`src/rtl/pwm_latched_pkg.sv`:
```
package pwm_latched_pkg;

    // word index taken from address bits [3:2]
    localparam logic [1:0] REG_CNT  = 2'd0;
    localparam logic [1:0] REG_PER  = 2'd1;
    localparam logic [1:0] REG_DUTY = 2'd2;
    localparam logic [1:0] REG_CTRL = 2'd3;

    // control bit positions
    localparam int CB_EN     = 0;
    localparam int CB_CONT   = 1;
    localparam int CB_ACT    = 3;
    localparam int CB_IDLE   = 4;
    localparam int CB_ALIGN  = 5;
    localparam int CB_HOLD   = 6;
    localparam int CB_LOWPWR = 8;

    localparam int CTRL_W = 9;
    localparam logic [CTRL_W-1:0] CTRL_MASK = 9'h17B;

    typedef struct packed {
        logic run;
        logic hold;
        logic act_lvl;
        logic idle_lvl;
    } cfg_view_t;

    function automatic logic run_decode(input logic [CTRL_W-1:0] c);
        return c[CB_EN] & c[CB_CONT] & ~c[CB_ALIGN] & ~c[CB_LOWPWR];
    endfunction

endpackage

```
`src/rtl/pwm_latched_regs.sv`:
```
module pwm_latched_regs
    import pwm_latched_pkg::*;
#(
    parameter int DATA_W = 32,
    parameter int ADDR_W = 4
) (
    input  logic              clk_i,
    input  logic              rst_ni,
    input  logic              bus_wr_i,
    input  logic              bus_rd_i,
    input  logic [ADDR_W-1:0] bus_addr_i,
    input  logic [DATA_W-1:0] bus_wdata_i,
    input  logic [DATA_W-1:0] cnt_i,
    output logic [DATA_W-1:0] bus_rdata_o,
    output logic              bus_rvalid_o,
    output logic [DATA_W-1:0] shd_per_o,
    output logic [DATA_W-1:0] shd_duty_o,
    output cfg_view_t         cfg_o
);

    localparam int WORD_LSB = 2;

    typedef struct packed {
        logic [DATA_W-1:0] per;
        logic [DATA_W-1:0] duty;
        logic [CTRL_W-1:0] ctrl;
        logic [DATA_W-1:0] rdata;
        logic              rvalid;
    } regs_t;

    regs_t st_d, st_q;
    logic [1:0] word_sel;

    assign word_sel = bus_addr_i[WORD_LSB +: 2];

    always_comb begin
        st_d        = st_q;
        st_d.rvalid = bus_rd_i;
        if (bus_wr_i) begin
            case (word_sel)
                REG_PER:  st_d.per  = bus_wdata_i;
                REG_DUTY: st_d.duty = bus_wdata_i;
                REG_CTRL: st_d.ctrl = bus_wdata_i[CTRL_W-1:0] & CTRL_MASK;
                default:  ;
            endcase
        end
        if (bus_rd_i) begin
            case (word_sel)
                REG_CNT:  st_d.rdata = cnt_i;
                REG_PER:  st_d.rdata = st_q.per;
                REG_DUTY: st_d.rdata = st_q.duty;
                default:  st_d.rdata = DATA_W'(st_q.ctrl);
            endcase
        end
    end

    always_ff @(posedge clk_i or negedge rst_ni) begin
        if (!rst_ni) begin
            st_q <= '0;
        end else begin
            st_q <= st_d;
        end
    end

    assign bus_rdata_o    = st_q.rdata;
    assign bus_rvalid_o   = st_q.rvalid;
    assign shd_per_o      = st_q.per;
    assign shd_duty_o     = st_q.duty;
    assign cfg_o.run      = run_decode(st_q.ctrl);
    assign cfg_o.hold     = st_q.ctrl[CB_HOLD];
    assign cfg_o.act_lvl  = st_q.ctrl[CB_ACT];
    assign cfg_o.idle_lvl = st_q.ctrl[CB_IDLE];

    // read data arrives one clock after the request
    a_r11_rvalid_follows: assert property (@(posedge clk_i) disable iff (!rst_ni)
        bus_rd_i |=> bus_rvalid_o);
    a_r11_rvalid_quiet: assert property (@(posedge clk_i) disable iff (!rst_ni)
        !bus_rd_i |=> !bus_rvalid_o);
    // unused control bits never read back as set
    a_r2_ctrl_reserved: assert property (@(posedge clk_i) disable iff (!rst_ni)
        (bus_rd_i && word_sel == REG_CTRL) |=> ((bus_rdata_o & ~DATA_W'(CTRL_MASK)) == '0));

endmodule

```
`src/rtl/pwm_latched_core.sv`:
```
module pwm_latched_core
    import pwm_latched_pkg::*;
#(
    parameter int CNT_W = 32
) (
    input  logic             clk_i,
    input  logic             rst_ni,
    input  logic [CNT_W-1:0] shd_per_i,
    input  logic [CNT_W-1:0] shd_duty_i,
    input  cfg_view_t        cfg_i,
    output logic [CNT_W-1:0] cnt_o,
    output logic             pwm_o
);

    typedef struct packed {
        logic [CNT_W-1:0] cnt;
        logic [CNT_W-1:0] per;
        logic [CNT_W-1:0] duty;
        logic             act;
        logic             idle;
        logic             run;
    } core_t;

    core_t st_d, st_q;
    logic  wrap;
    logic  load;

    always_comb begin
        wrap     = (st_q.per == '0) || (st_q.cnt == st_q.per - CNT_W'(1));
        load     = !cfg_i.hold && (!st_q.run || wrap);
        st_d     = st_q;
        st_d.run = cfg_i.run;
        if (!st_q.run || wrap) begin
            st_d.cnt = '0;
        end else begin
            st_d.cnt = st_q.cnt + CNT_W'(1);
        end
        if (load) begin
            st_d.per  = shd_per_i;
            st_d.duty = shd_duty_i;
            st_d.act  = cfg_i.act_lvl;
            st_d.idle = cfg_i.idle_lvl;
        end
    end

    always_ff @(posedge clk_i or negedge rst_ni) begin
        if (!rst_ni) begin
            st_q <= '0;
        end else begin
            st_q <= st_d;
        end
    end

    assign cnt_o = st_q.cnt;
    assign pwm_o = (st_q.run && st_q.per != '0 && st_q.cnt < st_q.duty) ? st_q.act : st_q.idle;

    // count stays inside the live period
    a_r4_cnt_in_range: assert property (@(posedge clk_i) disable iff (!rst_ni)
        (st_q.run && st_q.per != '0) |-> (st_q.cnt < st_q.per));
    // a stopped channel settles its counter to zero
    a_r3_stopped_zero: assert property (@(posedge clk_i) disable iff (!rst_ni)
        !st_q.run |=> (st_q.cnt == '0));
    // no live change in the middle of a period
    a_r8_mid_period_stable: assert property (@(posedge clk_i) disable iff (!rst_ni)
        (st_q.run && st_q.per != '0 && st_q.cnt != st_q.per - CNT_W'(1))
        |=> ($stable(st_q.per) && $stable(st_q.duty) && $stable(st_q.act) && $stable(st_q.idle)));
    // hold freezes every live setting
    a_r9_hold_freezes: assert property (@(posedge clk_i) disable iff (!rst_ni)
        cfg_i.hold |=> ($stable(st_q.per) && $stable(st_q.duty) && $stable(st_q.act) && $stable(st_q.idle)));
    // zero duty shows only the idle level
    a_r7_zero_duty: assert property (@(posedge clk_i) disable iff (!rst_ni)
        (st_q.duty == '0) |-> (pwm_o == st_q.idle));
    // full duty shows only the active level
    a_r7_full_duty: assert property (@(posedge clk_i) disable iff (!rst_ni)
        (st_q.run && st_q.per != '0 && st_q.duty >= st_q.per) |-> (pwm_o == st_q.act));

endmodule

```
`src/rtl/pwm_latched.sv`:
```
module pwm_latched
    import pwm_latched_pkg::*;
#(
    parameter int DATA_W = 32,
    parameter int ADDR_W = 4
) (
    input  logic              clk_i,
    input  logic              rst_ni,
    input  logic              bus_wr_i,
    input  logic              bus_rd_i,
    input  logic [ADDR_W-1:0] bus_addr_i,
    input  logic [DATA_W-1:0] bus_wdata_i,
    output logic [DATA_W-1:0] bus_rdata_o,
    output logic              bus_rvalid_o,
    output logic              pwm_o
);

    logic [DATA_W-1:0] shd_per;
    logic [DATA_W-1:0] shd_duty;
    logic [DATA_W-1:0] live_cnt;
    cfg_view_t         cfg;

    pwm_latched_regs #(
        .DATA_W (DATA_W),
        .ADDR_W (ADDR_W)
    ) regs_i (
        .clk_i        (clk_i),
        .rst_ni       (rst_ni),
        .bus_wr_i     (bus_wr_i),
        .bus_rd_i     (bus_rd_i),
        .bus_addr_i   (bus_addr_i),
        .bus_wdata_i  (bus_wdata_i),
        .cnt_i        (live_cnt),
        .bus_rdata_o  (bus_rdata_o),
        .bus_rvalid_o (bus_rvalid_o),
        .shd_per_o    (shd_per),
        .shd_duty_o   (shd_duty),
        .cfg_o        (cfg)
    );

    pwm_latched_core #(
        .CNT_W (DATA_W)
    ) core_i (
        .clk_i      (clk_i),
        .rst_ni     (rst_ni),
        .shd_per_i  (shd_per),
        .shd_duty_i (shd_duty),
        .cfg_i      (cfg),
        .cnt_o      (live_cnt),
        .pwm_o      (pwm_o)
    );

endmodule

```
`config.mk`:
```
export PLATFORM = sky130hd
export DESIGN_NAME = pwm_latched
export DESIGN_NICKNAME = d
export VERILOG_FILES = /design/src/rtl/pwm_latched_pkg.sv /design/src/rtl/pwm_latched_regs.sv /design/src/rtl/pwm_latched_core.sv /design/src/rtl/pwm_latched.sv
export SDC_FILE = /design/constraint.sdc
export NUM_CORES = 1
export LEC_CHECK = 0
export BUFFER_PORTS_ARGS = -buffer_cell sky130_fd_sc_hd__buf_4
export CAP_MARGIN = 10
export CORE_ASPECT_RATIO = 0.7
export CORE_MARGIN = 4
export CORE_UTILIZATION = 65
export DETAILED_ROUTE_END_ITERATION = 16
export PLACE_DENSITY = 0.85
export SYNTH_ARGS = -nofsm -noshare
export SYNTH_HDL_FRONTEND = slang
export SYNTH_SLANG_ARGS = --single-unit
```
`constraint.sdc`:
```
create_clock -name clk_i -period 6.15 [get_ports clk_i]
set_input_delay 1.5375 -clock clk_i [delete_from_list [all_inputs] [get_ports clk_i]]
set_output_delay 1.5375 -clock clk_i [all_outputs]
set_load 0.01 [all_outputs]
```
# ---- After elaboration in Yosys (flattened, before gate mapping)
# Cells that the tools add are included.
dict set report word_totals {
  in_bits 40
  ff_bits 203
  word_cells 39
  out_inout_bits 34
}
dict set report classes {
  n_reduce_logical 13
  muxes 3
  eq_ne 4
  addsub 2
  bitwise_logic 5
  n_lt_le_gt_ge 1
}
# operator count
set op_table {}
lappend op_table {{32-bit one-hot mux with 3 select lines} 1}
lappend op_table {{32-bit by 1-bit adder with 32-bit output (second input constant)} 1}
lappend op_table {{32-bit equality test} 1}
lappend op_table {{32-bit logical NOT} 1}
lappend op_table {{32-bit less-than comparator} 1}
lappend op_table {{32-bit two-way mux} 1}
lappend op_table {{32-bit nonzero test} 1}
lappend op_table {{32-bit by 1-bit subtractor with 32-bit output (second input constant)} 1}
lappend op_table {{2-bit AND reduction} 3}
lappend op_table {{2-bit equality test (second input constant)} 2}
lappend op_table {{1-bit bitwise AND} 3}
lappend op_table {{1-bit logical AND} 3}
lappend op_table {{2-bit by 1-bit equality test with 1-bit output (second input constant)} 1}
lappend op_table {{1-bit logical NOT} 2}
lappend op_table {{2-bit logical NOT} 1}
lappend op_table {{1-bit logical OR} 2}
lappend op_table {{1-bit inverter} 2}
lappend op_table {{1-bit two-way mux} 1}

# ---- Longest topological paths before layout
dict set report depth {
  ltp_word 5
  mapped_depth 14
  ltp_nobuf 10
}

# ---- Modules after synthesis
# Synthesis repeated with hierarchy kept, for this count alone.
dict set report unflattened {
  cells_unflattened 1085
  area_unflattened_um2 11887.7
}
# mod area_each_um2 n_inst seq_area_each_um2 cells_per_inst
set modules_own_cells {}
lappend modules_own_cells {pwm_latched_core 6476.2 1 2477.4 619}
lappend modules_own_cells {pwm_latched_regs 5411.4 1 2602.5 466}

# ---- Worst setup path after synthesis
# Ideal clock, no wire load.
dict set report synth_path {
  kind {flip-flop to output port}
  start {register core_i.st_q[56] (netlist bit)}
  end {output pwm_o}
  arrival_time_ps 2412
  t_required_ps 4612
  slack_ps 2200
  stages_incl_launch_ff 10
  n_path_buf 1
  path_cell_list {dfrtp_1 buf_6 or4_4 nor3_1 nand2_1 o31ai_1 a211oi_1 o21ai_0 a31o_2 mux2_2}
}
dict set report synth_via {
  elab_chain_cells 4
}
# item line
set synth_rtl {}
lappend synth_rtl {{start, declared} pwm_latched_core.sv:24} ;# core_t st_d, st_q;
lappend synth_rtl {{start signal, assigned} pwm_latched_core.sv:50} ;# st_q <= st_d;
lappend synth_rtl {{32-bit nonzero test} pwm_latched_core.sv:55} ;# assign pwm_o = (st_q.run && st_q.per != '0 && st_q.cnt < st_q.duty) ? st_q.act : st_q.idle;
lappend synth_rtl {{1-bit logical AND (2 in series)} pwm_latched_core.sv:55}
lappend synth_rtl {{1-bit two-way mux} pwm_latched_core.sv:55}
lappend synth_rtl {{end, declared} pwm_latched.sv:15} ;# output logic pwm_o
# No other way between the ends.

# ---- Worst setup path after layout
dict set report layout_path {
  start {register core_i.st_q (netlist bit core_i.cnt_o[1])}
  end {output pwm_o}
}
dict set report layout_via {
  elab_chain_cells 3
}
# item line
set layout_rtl {}
lappend layout_rtl {{32-bit less-than comparator} pwm_latched_core.sv:55}
lappend layout_rtl {{1-bit logical AND} pwm_latched_core.sv:55}
lappend layout_rtl {{1-bit two-way mux} pwm_latched_core.sv:55}
# No other way between the ends.

==> flow_summary.json <==
{
  "netlist_top_cells_area": "sky130_fd_sc_hd__dfrtp_1 (41%), sky130_fd_sc_hd__mux2_2 (7.3%), sky130_fd_sc_hd__nand4_1 (4.2%)",
  "synth_area_um2": 12300,
  "clockRootBuffer": "sky130_fd_sc_hd__clkbuf_16",
  "synthFlopType": "sky130_fd_sc_hd__dfrtp_1",
  "die_h_um": 123,
  "post_synth.cell_area_avg_um2": 9.83,
  "final_period_util": 0.831,
  "post-cts-setup-buffers": 0,
  "hp-class": "flop to flop",
  "dr.first_iter.drc_count": 1118,
  "grt_pass1_vias": 10014,
  "cts_buffers": 21,
  "ys_types": 62,
  "setup_tns_ns": 0,
  "static_leakage_power_uw": 0.00552,
  "clock_path_buffers": 3,
  "setup_viol": 0,
  "grt_first_pass_wirelength_um": 53200,
  "final.min_clock_period_ns": 5.11,
  "crit_chain": "ha_1, a21o_1, a21o_1, a211oi_1, o21ai_0, a221o_1, a31o_2, mux2_2, buf_4",
  "p_int_uw": 2970,
  "vias_per_cell": 6.94,
  "finalClockSkew_ns": 0.0176,
  "tightest_slew_margin_relative_to_the_limit": 0.153,
  "htree_levels": 1,
  "die_width_um": 172,
  "power.switching_uw": 1670,
  "worstSetupPathType": "flop to output pin",
  "num-fill-cells": 1257,
  "maximum_number_of_pins_on_one_net_before_global_route_repair": 108,
  "finalHoldViolations": 0,
  "max_slew_violation_total_from_the_final_report": 0,
  "clock_power_share": 0.278,
  "insertion_delay_ns": 0.51,
  "portBuffers": 71,
  "worst-path-stages": 9,
  "cts_tree": "done",
  "sequential_cell_area_in_the_final_layout_um2": 5080,
  "wl_per_cell_um": 22.4,
  "critPathTopFamily": "compound AO/OA/AOI/OAI gates",
  "final_nets": 1292,
  "detail_route.first_pass.iterations": 8,
  "run_status": "completed",
  "initial_core_util": 0.672,
  "reg2reg_from": "core_i.st_q[35]",
  "worstSetupEndpoint": "pwm_o",
  "async_reset_ff_frac": 1.00,
  "path_buf_inv": 1,
  "die-area_um2": 21200,
  "core_um2": 18300,
  "clock_pin_slew_reported_for_the_worst_setup_and_hold_paths_after_clock_tree_synthesis_ns": 0.06,
  "startpoint": "core_i.cnt_o[1]",
  "worst_r2r_endpoint": "core_i.st_q[40]",
  "numClockSinks": 203,
  "antennaDiodeCount": 0,
  "post_cts_resized": 0,
  "worstRegToRegCells": 10,
  "layout.cells.most_common": "sky130_fd_sc_hd__dfrtp_1",
  "worstMarginPinSlew_ns": 1.27,
  "fp-row-count": 41,
  "cts_hold_bufs": 0,
  "timing.critical_path.mode_cell": "sky130_fd_sc_hd__a21o_1",
  "yosys_warnings": 0,
  "timing.critical_path.to_type": "output pin",
  "critical-path-slowest-cell": "sky130_fd_sc_hd__a221o_1",
  "synth_nets": 1323,
  "remaining_drc_errors": 0,
  "grt_setup_unrepaired": "no",
  "vias": 10200,
  "worst_setup_path_start_kind": "flop",
  "worst_path_largest_cell_delay_ns": 0.49,
  "worstPathMaxFanout": 6,
  "dp.final_hpwl_um": 20700,
  "ratio_of_cells_with_drive_above_1_in_the_final_layout": 0.192,
  "power.share.switching": 0.360,
  "yosysTopAreaCellShare": 0.414,
  "total_global_routing_overflow": 0,
  "most-common-layout-cells": "sky130_fd_sc_hd__dfrtp_1 (202), sky130_fd_sc_hd__nand4_1 (82), sky130_fd_sc_hd__buf_4 (82)",
  "ys_seq_elements": 203,
  "power.sequential.fraction": 0.426,
  "antenna_left": 0,
  "area_overhead_of_the_layout_relative_to_synthesis_pct": 7.83,
  "timing.fmax_ghz": 0.196,
  "timing.critical_path.required_ns": 4.61,
  "vdd_drop_max_uv": 238,
  "synthesis.instances": 1249,
  "power_per_cell_area_nw_per_um2": 350,
  "layout.cell_area.non_filler_um2": 13200,
  "yosysSeqAreaShare": 0.414,
  "reg2reg_setup_slack_ns": 1.78,
  "synth_enable_flop_cells": 0,
  "cap_viol_max_count": 0,
  "routabilityCongestion": 0.918,
  "footprint_of_the_multi_input_gates_um2": 6390,
  "ioPinCount": 74,
  "grt_antenna_before_repair": 1,
  "place_area_um2": 12600,
  "arrival_ns": 3.57,
  "routed_wl_um": 32900,
  "groute.usage.overall": 0.312,
  "yosys.area.top_type": "sky130_fd_sc_hd__dfrtp_1",
  "comb_power_frac": 0.295
}
==> stage by stage <==
| step | worst slack [ns] | std cells | hold WS (ns) | util | power (uW) |
|---|---|---|---|---|---|
| finish | 1.04 | 1469 | 0.517 | 0.725 | 4640 |
| floorplan | 2.20 | 1249 | 0.416 | - | 2930 |
| global route | 1.02 | 1469 | 0.530 | 0.725 | 4870 |
| CTS | 1.20 | 1469 | 0.517 | 0.725 | 4600 |
| global placement | 1.74 | 1431 | 0.489 | 0.687 | 3230 |
| detailed placement | 1.76 | 1431 | 0.500 | 0.687 | 3310 |
==> final cells by class <==
cell class / count / share of cell area
clock buffer: 28 / 0.0462
tap: 236 / 0.0223
multi-input combinational: 867 / 0.482
inverter: 42 / 0.0119
clock inverter: 10 / 0.00595
sequential: 203 / 0.384
timing repair buffer: 83 / 0.0475
==> kinds of logic after synthesis <==
family                   synth area share
AND/OR/NAND/NOR                     0.183
AO/OA/AOI/OAI                       0.143
flip-flops                          0.414
buffers and inverters              0.0693
multiplexers                        0.110
XOR/XNOR                           0.0464
adder cells (fa/ha/maj)            0.0346
==> power groups by stage <==
stage / logic [uW] / registers, uW / clock network (uW)
after CTS: 1350 / 1960 / 1290
after global placement: 1280 / 1960 / 0
after floorplan: 1110 / 1810 / 0
after global routing: 1500 / 2010 / 1350
final: 1370 / 1980 / 1290
after detailed placement: 1330 / 1970 / 0
==> how the worst min path moves through the flow <==
stage | start | end | slack, ns | cells past startpoint
4_1_cts | regs_i.bus_rdata_o[4] | regs_i.bus_rdata_o[4] | 0.52 | 1
3_3_place_gp | regs_i.st_q[38] | core_i.st_q[0] | 0.49 | 1
3_5_place_dp | regs_i.bus_rdata_o[4] | regs_i.bus_rdata_o[4] | 0.50 | 1
2_1_floorplan | regs_i.st_q[38] | core_i.st_q[0] | 0.42 | 1
6_report | regs_i.bus_rdata_o[4] | regs_i.bus_rdata_o[4] | 0.52 | 1
5_1_grt | regs_i.bus_rdata_o[4] | regs_i.bus_rdata_o[4] | 0.53 | 1
==> state kept, by name, indices dropped and copies added, names as in the netlist <==
signal and cells:
core_i.st_q 67, core_i.cnt_o 32, regs_i.bus_rdata_o 32, regs_i.shd_duty_o 32, regs_i.shd_per_o 32, regs_i.st_q 4
regs_i.cfg_o 3, regs_i.bus_rvalid_o 1
==> per-layer routing <==
| layer | up-vias | GRT usage | wire length, um | part of all wire |
|---|---|---|---|---|
| met5 | - | 0 | 14 | 0.00043 |
| li1 | 4497 | - | - | - |
| met1 | 4977 | 0.475 | 14200 | 0.43 |
| met4 | 2 | 0.0992 | 946 | 0.029 |
| met2 | 622 | 0.456 | 14300 | 0.44 |
| met3 | 102 | 0.0591 | 3440 | 0.10 |
==> cells in the mapped netlist, types with 2 or more instances <==
cell	count
sky130_fd_sc_hd__nand4_1	82
sky130_fd_sc_hd__and4_1	4
sky130_fd_sc_hd__nand3b_1	2
sky130_fd_sc_hd__nor4_1	8
sky130_fd_sc_hd__nor2_1	74
sky130_fd_sc_hd__or3_1	7
sky130_fd_sc_hd__o311ai_1	36
sky130_fd_sc_hd__buf_6	5
sky130_fd_sc_hd__and2_1	3
sky130_fd_sc_hd__dfrtp_1	203
sky130_fd_sc_hd__ha_1	34
sky130_fd_sc_hd__nand2b_1	3
sky130_fd_sc_hd__a21o_1	12
sky130_fd_sc_hd__inv_1	42
sky130_fd_sc_hd__xor2_1	36
sky130_fd_sc_hd__a211oi_1	5
sky130_fd_sc_hd__nand3_1	13
sky130_fd_sc_hd__nor3_1	33
sky130_fd_sc_hd__a31oi_1	2
sky130_fd_sc_hd__mux2i_1	29
sky130_fd_sc_hd__or2_2	2
sky130_fd_sc_hd__xnor2_1	29
sky130_fd_sc_hd__o41ai_1	2
sky130_fd_sc_hd__nor3_2	15
sky130_fd_sc_hd__mux2_2	80
sky130_fd_sc_hd__buf_4	32
sky130_fd_sc_hd__or4_1	5
sky130_fd_sc_hd__a22oi_1	66
sky130_fd_sc_hd__o31ai_1	5
sky130_fd_sc_hd__and3_1	8
sky130_fd_sc_hd__o311ai_0	2
sky130_fd_sc_hd__o211ai_1	35
sky130_fd_sc_hd__buf_2	17
sky130_fd_sc_hd__mux4_2	7
sky130_fd_sc_hd__nor3b_1	2
sky130_fd_sc_hd__buf_1	9
sky130_fd_sc_hd__nor2b_1	69
sky130_fd_sc_hd__clkbuf_1	74
sky130_fd_sc_hd__nand2_1	62
sky130_fd_sc_hd__o21ai_0	12
sky130_fd_sc_hd__a21oi_1	62
Note: power is estimated with default switching activity, not from simulation.
